$ cat src/rtl/hlhaz_pkg.sv
package hlhaz_pkg;

    typedef enum logic [2:0] {
        OP_NONE = 3'd0,
        OP_MFHI = 3'd1,
        OP_MFLO = 3'd2,
        OP_MTHI = 3'd3,
        OP_MTLO = 3'd4,
        OP_MUL  = 3'd5,
        OP_DIV  = 3'd6,
        OP_RSVD = 3'd7
    } hl_op_e;

    localparam logic [1:0] MODE_LEGACY  = 2'd0;
    localparam logic [1:0] MODE_RELAXED = 2'd1;

    localparam int KIND_SPLIT = 0;
    localparam int KIND_MTGAP = 1;
    localparam int KIND_ARGAP = 2;
    localparam int KIND_W     = 3;

    localparam int NUM_REGS = 2;
    localparam int REG_HI   = 0;
    localparam int REG_LO   = 1;

    typedef enum logic [1:0] {
        PAIR_CLEAN,
        PAIR_FRESH,
        PAIR_ONLY_HI,
        PAIR_ONLY_LO
    } pair_state_e;

endpackage

$ cat src/rtl/hl_reg_history.sv
module hl_reg_history
    import hlhaz_pkg::*;
#(
    parameter int TS_W    = 16,
    parameter int PC_W    = 32,
    parameter int SPACING = 3
) (
    input  logic            clk,
    input  logic            rst_n,
    input  logic            rec_rd,
    input  logic            rec_wr,
    input  logic            rec_ar,
    input  logic [TS_W-1:0] now,
    input  logic [PC_W-1:0] pc,
    output logic [TS_W-1:0] rd_ts,
    output logic [TS_W-1:0] wr_ts,
    output logic [TS_W-1:0] ar_ts,
    output logic [PC_W-1:0] ar_pc,
    output logic            rd_recent
);

    localparam logic [TS_W-1:0] FAR_PAST = '0 - TS_W'(SPACING + 1);
    localparam logic [TS_W-1:0] WINDOW   = TS_W'(SPACING);

    logic [TS_W-1:0] rd_age;

    always_ff @(posedge clk) begin
        if (!rst_n) begin
            rd_ts <= FAR_PAST;
            wr_ts <= FAR_PAST;
            ar_ts <= FAR_PAST;
            ar_pc <= '0;
        end else begin
            if (rec_rd) rd_ts <= now;
            if (rec_wr) wr_ts <= now;
            if (rec_ar) begin
                ar_ts <= now;
                ar_pc <= pc;
            end
        end
    end

    // modular age keeps the comparison correct across counter wrap
    always_comb begin
        rd_age    = now - rd_ts;
        rd_recent = (rd_age < WINDOW);
    end

    a_r2_read_stamp: assert property (@(posedge clk) disable iff (!rst_n)
        rec_rd |=> (rd_ts == $past(now)));

    a_r3_arith_stamp: assert property (@(posedge clk) disable iff (!rst_n)
        rec_ar |=> (ar_ts == $past(now)) && (ar_pc == $past(pc)));

    a_r3_write_hold: assert property (@(posedge clk) disable iff (!rst_n)
        !rec_wr |=> $stable(wr_ts));

endmodule

$ cat src/rtl/hl_split_fsm.sv
module hl_split_fsm
    import hlhaz_pkg::*;
(
    input  logic clk,
    input  logic rst_n,
    input  logic ev_arith,
    input  logic ev_mt_hi,
    input  logic ev_mt_lo,
    output logic split
);

    pair_state_e state_q, state_d;

    always_ff @(posedge clk) begin
        if (!rst_n) state_q <= PAIR_CLEAN;
        else        state_q <= state_d;
    end

    always_comb begin
        state_d = state_q;
        if (ev_arith) begin
            state_d = PAIR_FRESH;
        end else begin
            unique case (state_q)
                PAIR_CLEAN:   state_d = PAIR_CLEAN;
                PAIR_FRESH: begin
                    if (ev_mt_hi)      state_d = PAIR_ONLY_HI;
                    else if (ev_mt_lo) state_d = PAIR_ONLY_LO;
                end
                PAIR_ONLY_HI: if (ev_mt_lo) state_d = PAIR_CLEAN;
                PAIR_ONLY_LO: if (ev_mt_hi) state_d = PAIR_CLEAN;
                default:      state_d = PAIR_CLEAN;
            endcase
        end
    end

    always_comb begin
        split = (state_q == PAIR_ONLY_HI) || (state_q == PAIR_ONLY_LO);
    end

    a_r5_fresh_after_op: assert property (@(posedge clk) disable iff (!rst_n)
        ev_arith |=> (state_q == PAIR_FRESH));

    a_r4_one_side_splits: assert property (@(posedge clk) disable iff (!rst_n)
        (state_q == PAIR_FRESH && !ev_arith && ev_mt_hi) |=> split);

    a_r5_both_sides_clear: assert property (@(posedge clk) disable iff (!rst_n)
        (state_q == PAIR_ONLY_HI && !ev_arith && ev_mt_lo) |=> !split);

endmodule

$ cat src/rtl/hilo_hazard_mon.sv
module hilo_hazard_mon
    import hlhaz_pkg::*;
#(
    parameter int TS_W    = 16,
    parameter int PC_W    = 32,
    parameter int SPACING = 3
) (
    input  logic            clk,
    input  logic            rst_n,
    input  logic            ins_valid,
    input  logic [2:0]      ins_op,
    input  logic [1:0]      rule_mode,
    input  logic [PC_W-1:0] ins_pc,
    output logic            hazard,
    output logic [2:0]      hazard_kind,
    output logic [PC_W-1:0] rule1_op_pc,
    output logic [TS_W-1:0] hi_rd_ts,
    output logic [TS_W-1:0] hi_wr_ts,
    output logic [TS_W-1:0] hi_ar_ts,
    output logic [TS_W-1:0] lo_rd_ts,
    output logic [TS_W-1:0] lo_wr_ts,
    output logic [TS_W-1:0] lo_ar_ts
);

    logic [TS_W-1:0] now;

    logic is_mf, is_mul, is_div, is_arith;
    logic [NUM_REGS-1:0] rec_rd, rec_wr;

    logic [TS_W-1:0] rd_ts [NUM_REGS];
    logic [TS_W-1:0] wr_ts [NUM_REGS];
    logic [TS_W-1:0] ar_ts [NUM_REGS];
    logic [PC_W-1:0] ar_pc [NUM_REGS];
    logic [NUM_REGS-1:0] rd_recent;

    logic split;
    logic mtgap_on, argap_on;
    logic [KIND_W-1:0] kind;

    // instruction-time base: advances on retiring instructions only
    always_ff @(posedge clk) begin
        if (!rst_n)         now <= '0;
        else if (ins_valid) now <= now + 1'b1;
    end

    // operation decode, gated by the strobe
    always_comb begin
        is_mf      = ins_valid && (ins_op == OP_MFHI || ins_op == OP_MFLO);
        is_mul     = ins_valid && (ins_op == OP_MUL);
        is_div     = ins_valid && (ins_op == OP_DIV);
        is_arith   = is_mul || is_div;
        rec_rd[REG_HI] = ins_valid && (ins_op == OP_MFHI);
        rec_rd[REG_LO] = ins_valid && (ins_op == OP_MFLO);
        rec_wr[REG_HI] = ins_valid && (ins_op == OP_MTHI);
        rec_wr[REG_LO] = ins_valid && (ins_op == OP_MTLO);
    end

    for (genvar r = 0; r < NUM_REGS; r++) begin : g_hist
        hl_reg_history #(
            .TS_W    (TS_W),
            .PC_W    (PC_W),
            .SPACING (SPACING)
        ) u_hist (
            .clk       (clk),
            .rst_n     (rst_n),
            .rec_rd    (rec_rd[r]),
            .rec_wr    (rec_wr[r]),
            .rec_ar    (is_arith),
            .now       (now),
            .pc        (ins_pc),
            .rd_ts     (rd_ts[r]),
            .wr_ts     (wr_ts[r]),
            .ar_ts     (ar_ts[r]),
            .ar_pc     (ar_pc[r]),
            .rd_recent (rd_recent[r])
        );
    end

    hl_split_fsm u_pair (
        .clk      (clk),
        .rst_n    (rst_n),
        .ev_arith (is_arith),
        .ev_mt_hi (rec_wr[REG_HI]),
        .ev_mt_lo (rec_wr[REG_LO]),
        .split    (split)
    );

    // rule selection by mode
    always_comb begin
        mtgap_on = (rule_mode == MODE_LEGACY);
        argap_on = (rule_mode == MODE_LEGACY && is_arith) ||
                   (rule_mode == MODE_RELAXED && is_div);
    end

    always_comb begin
        kind = '0;
        kind[KIND_SPLIT] = is_mf && split;
        kind[KIND_MTGAP] = mtgap_on &&
                           ((rec_wr[REG_HI] && rd_recent[REG_HI]) ||
                            (rec_wr[REG_LO] && rd_recent[REG_LO]));
        kind[KIND_ARGAP] = argap_on && (|rd_recent);
    end

    always_comb begin
        hazard_kind = kind;
        hazard      = |kind;
        rule1_op_pc = '0;
        if (kind[KIND_SPLIT])
            rule1_op_pc = rec_rd[REG_HI] ? ar_pc[REG_HI] : ar_pc[REG_LO];
        hi_rd_ts = rd_ts[REG_HI];
        hi_wr_ts = wr_ts[REG_HI];
        hi_ar_ts = ar_ts[REG_HI];
        lo_rd_ts = rd_ts[REG_LO];
        lo_wr_ts = wr_ts[REG_LO];
        lo_ar_ts = ar_ts[REG_LO];
    end

    a_r11_kind_onehot: assert property (@(posedge clk) disable iff (!rst_n)
        $onehot0(hazard_kind));

    a_r10_idle_quiet: assert property (@(posedge clk) disable iff (!rst_n)
        !ins_valid |-> (hazard_kind == '0));

    a_r10_time_hold: assert property (@(posedge clk) disable iff (!rst_n)
        !ins_valid |=> $stable(now));

    a_r9_modern_no_gap: assert property (@(posedge clk) disable iff (!rst_n)
        (rule_mode[1]) |-> !hazard_kind[KIND_MTGAP] && !hazard_kind[KIND_ARGAP]);

    a_r8_relaxed_mul_free: assert property (@(posedge clk) disable iff (!rst_n)
        (rule_mode == MODE_RELAXED && ins_op == OP_MUL) |-> !hazard_kind[KIND_ARGAP]);

    a_r4_pc_only_on_split: assert property (@(posedge clk) disable iff (!rst_n)
        !hazard_kind[KIND_SPLIT] |-> (rule1_op_pc == '0));

endmodule

$ cat config.mk
export PLATFORM = sky130hd
export DESIGN_NAME = hilo_hazard_mon
export DESIGN_NICKNAME = d
export VERILOG_FILES = /design/src/rtl/hlhaz_pkg.sv /design/src/rtl/hl_reg_history.sv /design/src/rtl/hl_split_fsm.sv /design/src/rtl/hilo_hazard_mon.sv
export SDC_FILE = /design/constraint.sdc
export NUM_CORES = 1
export LEC_CHECK = 0
export CORE_MARGIN = 2
export CORE_UTILIZATION = 35
export DETAILED_ROUTE_END_ITERATION = 6
export REMOVE_ABC_BUFFERS = 1
export SETUP_SLACK_MARGIN = 0.05
export SYNTH_ARGS = -nofsm -noshare
export SYNTH_HDL_FRONTEND = slang
export SYNTH_HIERARCHICAL = 1
export SYNTH_SLANG_ARGS = --single-unit
export TNS_END_PERCENT = 1
$ cat constraint.sdc
create_clock -name clk -period 3.7 [get_ports clk]
set_clock_uncertainty 0.2 [all_clocks]
set_input_delay 0.37 -clock clk [delete_from_list [all_inputs] [get_ports clk]]
set_output_delay 0.37 -clock clk [all_outputs]
set_load 0.02 [all_outputs]
; ---- Yosys cells after proc, flatten, opt, wreduce, memory -nomap -nowiden
; Cells that the tools add are included.
[word_totals]
regBits = 130
latch_bits = 0
ram_bits = 0
mem_bits_ro = 0
input_bits = 40
output_inout_bits = 132
wordCells = 64
mem_count = 0
[op_classes]
addsub = 3
n_mul = 0
n_div = 0
magnitude_cmp = 2
eq_ne = 16
shifts = 0
muxes = 7
bitwise = 1
n_reduce_logical = 26
[op_table]
columns = cell, count
row1 = 16-bit by 2-bit less-than comparator with 1-bit output (second input constant), 2
row2 = 32-bit two-way mux, 1
row3 = 16-bit subtractor, 2
row4 = 16-bit by 1-bit adder with 16-bit output (second input constant), 1
row5 = 1-bit logical AND, 14
row6 = 3-bit equality test (second input constant), 3
row7 = 3-bit inequality test (second input constant), 3
row8 = 2-bit two-way mux, 4
row9 = 2-bit case mux with 4 select lines, 1
row10 = 3-bit by 2-bit equality test with 1-bit output (second input constant), 2
row11 = 3-bit AND reduction, 2
row12 = 1-bit logical OR, 5
row13 = 2-bit by 1-bit equality test with 1-bit output (second input constant), 2
row14 = 2-bit equality test (second input constant), 2
row15 = 2-bit logical NOT, 2
row16 = 2-bit inequality test (second input constant), 2
row17 = 4-bit inequality test (second input constant), 1
row18 = 2-bit OR reduction, 2
row19 = 3-bit by 1-bit equality test with 1-bit output (second input constant), 1
row20 = 3-bit OR reduction, 1
row21 = 1-bit two-way mux, 1
row22 = 1-bit NOT, 1

; ---- Longest topological paths before layout
; Gate-level depths: netlist of run 1.
[depth]
word_depth = 7
mapped_depth = 13
depth_no_buf = 13

; ---- Hierarchy
; Netlist of run 1, hierarchy kept.
[modules_own_cells]
columns = module, instances, cells_each, area_per_inst_um2, seq_area_each_um2
row1 = hl_reg_history, 2, 400, 3816.2, 1601.5
row2 = hilo_hazard_mon, 1, 212, 1320.0, 320.3
row3 = hl_split_fsm, 1, 11, 101.3, 40.0

; ---- Least setup slack after synthesis of run 1
; OpenSTA, ideal clock, no wires.
[synth_timing]
path_type = register to output
start = register now[0]
end = output hazard
arrival_ps = 3211
required_time_ps = 3130
setup_slack_ps = -81
path_stages_with_launch = 14
path_buffers = 0
cell_sequence = dfxtp_1 > inv_1 > ha_1 > fa_1 > nand2b_1 > a21oi_1 > xor2_1 > a221o_1 > a2111oi_2 > nand4_1 > a2111oi_2 > and4b_1 > a31oi_1 > o211ai_1
[synth_between]
elab_chain_cells = 6
word_cells_on_any_way = 11
classes_between = add/sub: 2 / order compare: 2 / reduce/logical: 7
[synth_rtl]
columns = element, line_no
row1 = "start, declared", hilo_hazard_mon.sv:25  ; logic [TS_W-1:0] now;
row2 = "start signal, assigned", hilo_hazard_mon.sv:43  ; else if (ins_valid) now <= now + 1'b1;
row3 = 16-bit subtractor (*), hl_reg_history.sv:45  ; rd_age = now - rd_ts;
row4 = 16-bit by 2-bit less-than comparator with 1-bit output (*), hl_reg_history.sv:46  ; rd_recent = (rd_age < WINDOW);
row5 = named net rd_recent[0], hilo_hazard_mon.sv:34  ; logic [NUM_REGS-1:0] rd_recent;
row6 = 1-bit logical AND, hilo_hazard_mon.sv:99  ; ((rec_wr[REG_HI] && rd_recent[REG_HI]) ||
row7 = 1-bit logical OR, hilo_hazard_mon.sv:99
row8 = 1-bit logical AND, hilo_hazard_mon.sv:98  ; kind[KIND_MTGAP] = mtgap_on &&
row9 = 3-bit OR reduction (*), hilo_hazard_mon.sv:106  ; hazard = |kind;
row10 = "end, declared", hilo_hazard_mon.sv:14  ; output logic hazard,
; The timed path passes the listed nets; every way through them passes the cells marked *.

; ---- Worst setup path after layout of run 1
[layout_timing]
start = register now[0]
end = output hazard
[layout_between]
elab_chain_cells = 6
word_cells_on_any_way = 11
classes_between = add/sub: 2 / order compare: 2 / reduce/logical: 7
[layout_rtl]
columns = element, line_no
row1 = 16-bit subtractor (*), hl_reg_history.sv:45
row2 = 16-bit by 2-bit less-than comparator with 1-bit output (*), hl_reg_history.sv:46
row3 = named net rd_recent[1], hilo_hazard_mon.sv:34
row4 = 1-bit logical AND, hilo_hazard_mon.sv:100  ; (rec_wr[REG_LO] && rd_recent[REG_LO]));
row5 = 1-bit logical OR, hilo_hazard_mon.sv:99
row6 = 1-bit logical AND, hilo_hazard_mon.sv:98
row7 = 3-bit OR reduction (*), hilo_hazard_mon.sv:106
; Marks and branches as above.

==> metrics, run 1 <==
status=finished with violations; failing checks=negative setup slack; cell area after layout=12660 um2; Overflow after GRT=0; Yosys cell types=59; Post-Place Cells=1602; FP Rows=58; Die Y=164.8 um; HP Class=input port to flip-flop; asr flop ratio synth=0; initial antenna violation count=0; Synth area leader=dfxtp_1; peak supply drop=0.0002884 V; num ports=172; Yosys reg bits=178; Post-Syn Area=9054 um2; clock slew at reported path FFs=80 ps; Hold Buf Count CTS=0; RR Startpoint=now[3]; full die area=27170 um2; Synth area leaders=dfxtp_1, mux2i_1, nand2_1; Slew Limit Headroom=0.5563; DRT antenna net count=0; WL/cell=15.39 um; Max Root-Sink Buffers=2; Reg power frac=0.462; vias in the first global route=7772; Final period util=1.089; met3 usage=0.03792; Port Buf Inserts=171; Critical Path AT=3460 ps; ys flop type=dfxtp_1; static leakage=5.004 nW; Gate power share=0.128; setup_tns=-803.9 ps; met1 Usage GRT=0.2537; GP Congestion=0.8101; most common cell in the netlist=dfxtp_1; met2 global-route usage=0.2995; CP max stage delay=370 ps; Vias=8018; power per cell area=347.0 nW/um2; CP max-delay cell=dfxtp_2; Fin. Hold Viols=0; Setup Fix Bufs, Post-CTS=0; clock power share=0.410; synthesized area per cell=8.850 um2; Critical Path Source=now[0]; Power, Total=4.394 mW; crit start category=flip-flop; Post-Layout Cell Count=1634; Detailed Route WL=25160 um; most used routing layer=met2; RSZ-0062 raised after global routing=yes; GRT Total Usage=0.1862; area grow syn2layout=39.88%; H-tree Lvls=4; Die Wd=164.8 um; worst-path maximum fanout=4; initial core utilization=0.3585; R2R setup slack=1480 ps; Residual DRC=0; n_diodes=0; Mapped Cells=1023; CP Capture Point=hazard; Final #Nets=1364; HPWL after DPL=17600 um; Max Freq=0.2481 GHz; Worst setup EP type=primary output; number of synthesized flops with an enable pin=0; Slew Viols, Final=0; total CTS buffers=17; Switching Share=0.2752; worst-margin pin slew=662.5 ps; cell area after placement=12000 um2; Psw=1.209 mW; Worst EP required=3130 ps; vias per cell=4.907; share of the synthesized area in the top cell type=0.3936; largest net degree at the start of global routing=53; Setup Viol. Count Final=3; reg2reg path depth=4; max_cap viols=0; worst reg2reg path endpoint=now[10]; first-pass GRT wire length=40240 um; critical setup path kind=flip-flop to primary output; P_int=3.185 mW; DR pass1 iterations=4; crit path setup slack, layout=-330.4 ps; CORE AREA=25250 um2; share of cells above drive strength 1=0.1748; CTS root buffer=clkbuf_16; # clock sinks=178; dpl ws=-617.9 ps; CTS tree=built; synth cell count leaders=dfxtp_1, nand2_1, mux2i_1, nor2b_1, a21oi_1; Seq/Total Area, Yosys=0.3936; Final min period=4030 ps; Ys Warns=6; clock insertion delay at the later pin of the skew report=440 ps; Critical Path, Cell by Cell=inv_1, ha_1, fa_2, nand2b_4, a21oi_1, xor2_1, a221o_1, a2111oi_2, nand4_1, a2111oi_4, nor2_1, a2111o_1, o211ai_1, buf_4; DRT iter0 DRCs=430
==> state kept, by name, indices dropped and copies added (netlist names) <==
register             count
g_hist.u_hist/ar_pc     64
g_hist.u_hist/ar_ts     32
g_hist.u_hist/rd_ts     32
g_hist.u_hist/wr_ts     32
now                     16
u_pair/state_q           2
==> worst min path at each step <==
stage                                    startpoint                    endpoint  slack [ps]  cells past startpoint
after CTS                                     rst_n   g_hist[0].u_hist/ar_ts[2]          90                      2
after floorplan                               rst_n  g_hist[0].u_hist/ar_ts[10]         230                      1
after detailed placement  g_hist[0].u_hist/ar_ts[4]   g_hist[0].u_hist/ar_ts[4]         260                      2
after global routing                          rst_n   g_hist[1].u_hist/ar_ts[3]         110                      2
final                                         rst_n   g_hist[1].u_hist/wr_ts[2]         100                      2
after global placement    g_hist[0].u_hist/ar_ts[9]   g_hist[0].u_hist/ar_ts[9]         250                      2
==> power by group through the flow <==
stage / Combinational (mW) / Sequential, mW / Clock (mW)
3_3_place_gp: 0.557 / 2.07 / 0
2_1_floorplan: 0.260 / 2.12 / 0
3_5_place_dp: 0.560 / 2.07 / 0
6_report: 0.564 / 2.03 / 1.80
5_1_grt: 0.612 / 2.04 / 1.93
4_1_cts: 0.568 / 2.03 / 1.84
==> cells in the final DEF, fill, tap and decap left out, types with 3 or more instances in the layout <==
cell type and count:
nand2_1 175, dfxtp_1 175, clkdlybuf4s50_1 167, buf_4 144, mux2i_1 140, nor2b_1 81
a21oi_1 65, nor2_1 36, inv_1 35, o211ai_1 33, ha_1 29, o21ai_0 19
clkbuf_16 17, nand4_1 16, xor2_1 12, nand2b_1 11, a21o_1 8, nor3_1 8
nand3_1 7, o31ai_1 6, inv_8 5, o21ai_1 5, or3_1 4, or4_1 4
inv_6 4, o2111ai_1 4, a21oi_2 4, o31ai_2 4, mux2_2 4, xnor2_1 3
nor4_1 3, clkinv_4 3, o21a_1 3, a2111oi_2 3, dfxtp_2 3, buf_12 3
==> per-stage QoR <==
| stage | hold slack [ps] | util |
|---|---|---|
| 4_1_cts | 90.13 | 0.5006 |
| 3_3_place_gp | 254.4 | 0.4751 |
| 3_5_place_dp | 255.9 | 0.4751 |
| 6_report | 102.0 | 0.5015 |
| 5_1_grt | 113.6 | 0.5015 |
| 2_1_floorplan | 231.9 | - |
==> worst max-delay path: cells and delay by family (launching register included) <==
kind,cells,cell delay [ps]
AOI/OAI and AO/OA,6,1370
adders and majority gates,2,570
and+or+nand+nor,3,410
DFF,1,370
buffers and inverters,2,220
xor gates and xnor gates,1,90
==> kinds of logic after synthesis <==
| family | share of synthesized area |
|---|---|
| fa+ha+maj | 0.04726 |
| xor+xnor | 0.01451 |
| flops | 0.3936 |
| buf+inv | 0.04878 |
| compound gates | 0.1343 |
| simple gates | 0.2018 |
| mux | 0.1598 |
==> layer usage <==
layer / up-vias / routed length (um)
li1: 4093 / -
met2: 176 / 11280
met3: 21 / 1325
met5: - / 0
met4: 0 / 359
met1: 3728 / 12190
==> timing repair <==
action,CTS,global route
endpoints found under the setup margin,3,3
pin swaps,5,3
resized for setup,33,3
==> area by class of cell <==
class	instances	area, um2
fill	2402	12590
multi-input combinational	743	5161
sequential	178	3567
timing repair buffer	314	2813
clock buffer	18	439.2
tap	330	412.9
inverter	37	138.9
clock inverter	14	132.6
Note: power is estimated with default switching activity, not from simulation.
==> inputs of run 2 (changes only) <==
--- a/config.mk
+++ b/config.mk
@@ -8,6 +8,7 @@
 export CORE_MARGIN = 2
 export CORE_UTILIZATION = 35
 export DETAILED_ROUTE_END_ITERATION = 6
+export RECOVER_POWER = 50
 export REMOVE_ABC_BUFFERS = 1
 export SETUP_SLACK_MARGIN = 0.05
 export SYNTH_ARGS = -nofsm -noshare
==> run 2 against run 1 <==
- the run ends with max-capacitance violations, max-slew violations, negative setup slack left
- non-clock buffer count unchanged
- critical path depth unchanged
- first-iteration DRC count down 7.2%
- critical path type unchanged
- routed wire length up 0.35%
- sequential share of layout area increased by 0.19 points
- largest cell class unchanged
- sequential power barely moved
==> metrics, run 2 (synthesis results as in run 1) <==
Vias=8040; worst-margin pin slew=1730 ps; P_int=3.173 mW; Residual DRC=0; Max Freq=0.2484 GHz; Die Y=164.8 um; HPWL after DPL=17600 um; largest reg by FF count=g_hist.u_hist/ar_pc; static leakage=4.832 nW; Die Wd=164.8 um; peak supply drop=0.0002866 V; Reg power frac=0.463; clock power share=0.411; n_diodes=0; full die area=27170 um2; Hold Buf Count CTS=0; Detailed Route WL=25240 um; Worst setup EP type=primary output; Worst EP required=3130 ps; Max Root-Sink Buffers=2; HP Class=input port to flip-flop; R2R setup slack=1470 ps; CORE AREA=25250 um2; failing checks=max-capacitance violations, max-slew violations, negative setup slack; number of flip-flops in the largest register=64; Critical Path, Cell by Cell=inv_1, ha_1, fa_2, nand2b_4, a21oi_2, o311ai_2, a311oi_1, o31ai_1, nand2_1, a2111oi_4, nor2_1, a2111o_1, o211ai_1, buf_4; Power, Total=4.377 mW; crit path setup slack, layout=-325.6 ps; Gate power share=0.126; M1 wire length=12220 um; Fin. Hold Viols=0; WL/cell=15.45 um; max_cap viols=2; DR pass1 iterations=4; num ports=172; met2 wire len=11290 um; vias per cell=4.920; highest routing layer actually used=met4; Switching Share=0.2752; Port Buf Inserts=171; Psw=1.204 mW; Final period util=1.088; DRT antenna net count=0; DRT iter0 DRCs=399; area grow syn2layout=38.93%; total CTS buffers=17; Critical Path Source=now[0]; CTS tree=built; RR Startpoint=now[3]; Fin Hold WS=103.6 ps; # clock sinks=178; share of cells above drive strength 1=0.1672; CP max stage delay=410 ps; vias in the first global route=7772; Hold Path Depth=2; worst-path maximum fanout=4; reg2reg path depth=4; FP Rows=58; critical setup path kind=flip-flop to primary output; hold wc startpoint=rst_n; GP Congestion=0.8101; worst reg2reg path endpoint=now[10]; Final #Nets=1364; H-tree Lvls=4; Critical Path AT=3460 ps; routed wl met3=1368 um; clock slew at reported path FFs=80 ps; crit start category=flip-flop; first-pass GRT wire length=40240 um; RSZ-0062 raised after global routing=yes; initial antenna violation count=0; initial core utilization=0.3585; largest net degree at the start of global routing=53; power per cell area=348.0 nW/um2; Final Util=0.4981; GRT Total Usage=0.1862; Worst Hold End=g_hist[1].u_hist/wr_ts[2]; Final min period=4026 ps; Slew Viols, Final=100; commonest cells after routing, fill and taps aside=nand2_1, dfxtp_1, mux2i_1; clock insertion delay at the later pin of the skew report=440 ps; CP max-delay cell=a2111oi_4; CTS root buffer=clkbuf_16; status=finished with violations; Slew Limit Headroom=-0.1532; Overflow after GRT=0; Setup Viol. Count Final=35
-- run 2: cell types whose count changed in the layout (fill, tap and decap cells not counted), sizes merged --
cell / previous run / this run
clkbuf: 18 / 26
buf: 147 / 139
clkdlybuf4s50: 167 / 98
dlygate4sd3: 0 / 69
-- run 2: worst max-delay path by stage --
stage                                            end  slack (ps)  cells past startpoint
final                                         hazard        -330                     14
after global routing                          hazard        -570                     14
after CTS                                     hazard        -370                     15
after detailed placement                      hazard        -620                     15
after global placement                        hazard        -580                     15
after floorplan           g_hist[0].u_hist/ar_ts[10]       -3810                      4
-- run 2: final cells by class --
class / instances / area [um2]
fillers: 2413 / 12680
multi-input cells: 743 / 5139
flip-flops and latches: 178 / 3567
repair buffers: 314 / 2749
clock buffers: 18 / 439.2
well taps: 330 / 412.9
inverters: 37 / 138.9
clock inverters: 14 / 132.6
-- run 2: routing by layer --
metal  up-vias  track usage
li1       4088            -
met2       188       0.2995
met1      3743       0.2537
met5         -            0
met3        21      0.03792
met4         0      0.05059
-- run 2: worst max-delay path, delay by kind of cell, from the launching register on --
| family | cells | cell delay, ps |
|---|---|---|
| AOI/OAI and AO/OA | 7 | 1700 |
| adders and majority gates | 2 | 400 |
| and+or+nand+nor | 3 | 360 |
| DFF | 1 | 340 |
| buffers and inverters | 2 | 230 |
-- run 2: repair_timing --
item | in CTS | in global routing
endpoints found under the setup margin | 3 | 3
resized for setup | 33 | 3
setup buffers | 0 | 0
pin swaps | 5 | 3
-- run 2: per-stage QoR --
step,setup slack [ps],TNS [ps],instance area (um2),std cells
5_1_grt,-573.2,-12000,12580,1634
3_3_place_gp,-584.7,-1556,12000,1602
2_1_floorplan,-3809,-373040,8751,958
3_5_place_dp,-617.9,-1673,12000,1602
6_report,-325.6,-3151,12580,1634
4_1_cts,-366.5,-904.9,12640,1634
-- run 2: power groups by stage --
stage / logic [mW] / registers, mW / clock network, mW
final: 0.550 / 2.03 / 1.80
after global routing: 0.598 / 2.04 / 1.93
after CTS: 0.568 / 2.03 / 1.84
after detailed placement: 0.560 / 2.07 / 0
after global placement: 0.557 / 2.07 / 0
after floorplan: 0.260 / 2.12 / 0
==> inputs of run 3 (changes only) <==
--- a/config.mk
+++ b/config.mk
@@ -5,6 +5,7 @@
 export SDC_FILE = /design/constraint.sdc
 export NUM_CORES = 1
 export LEC_CHECK = 0
+export ABC_AREA = 0
 export CORE_MARGIN = 2
 export CORE_UTILIZATION = 35
 export DETAILED_ROUTE_END_ITERATION = 6
==> results of run 3 <==
The final DEF is identical to that of run 2; final timing and power are the same.
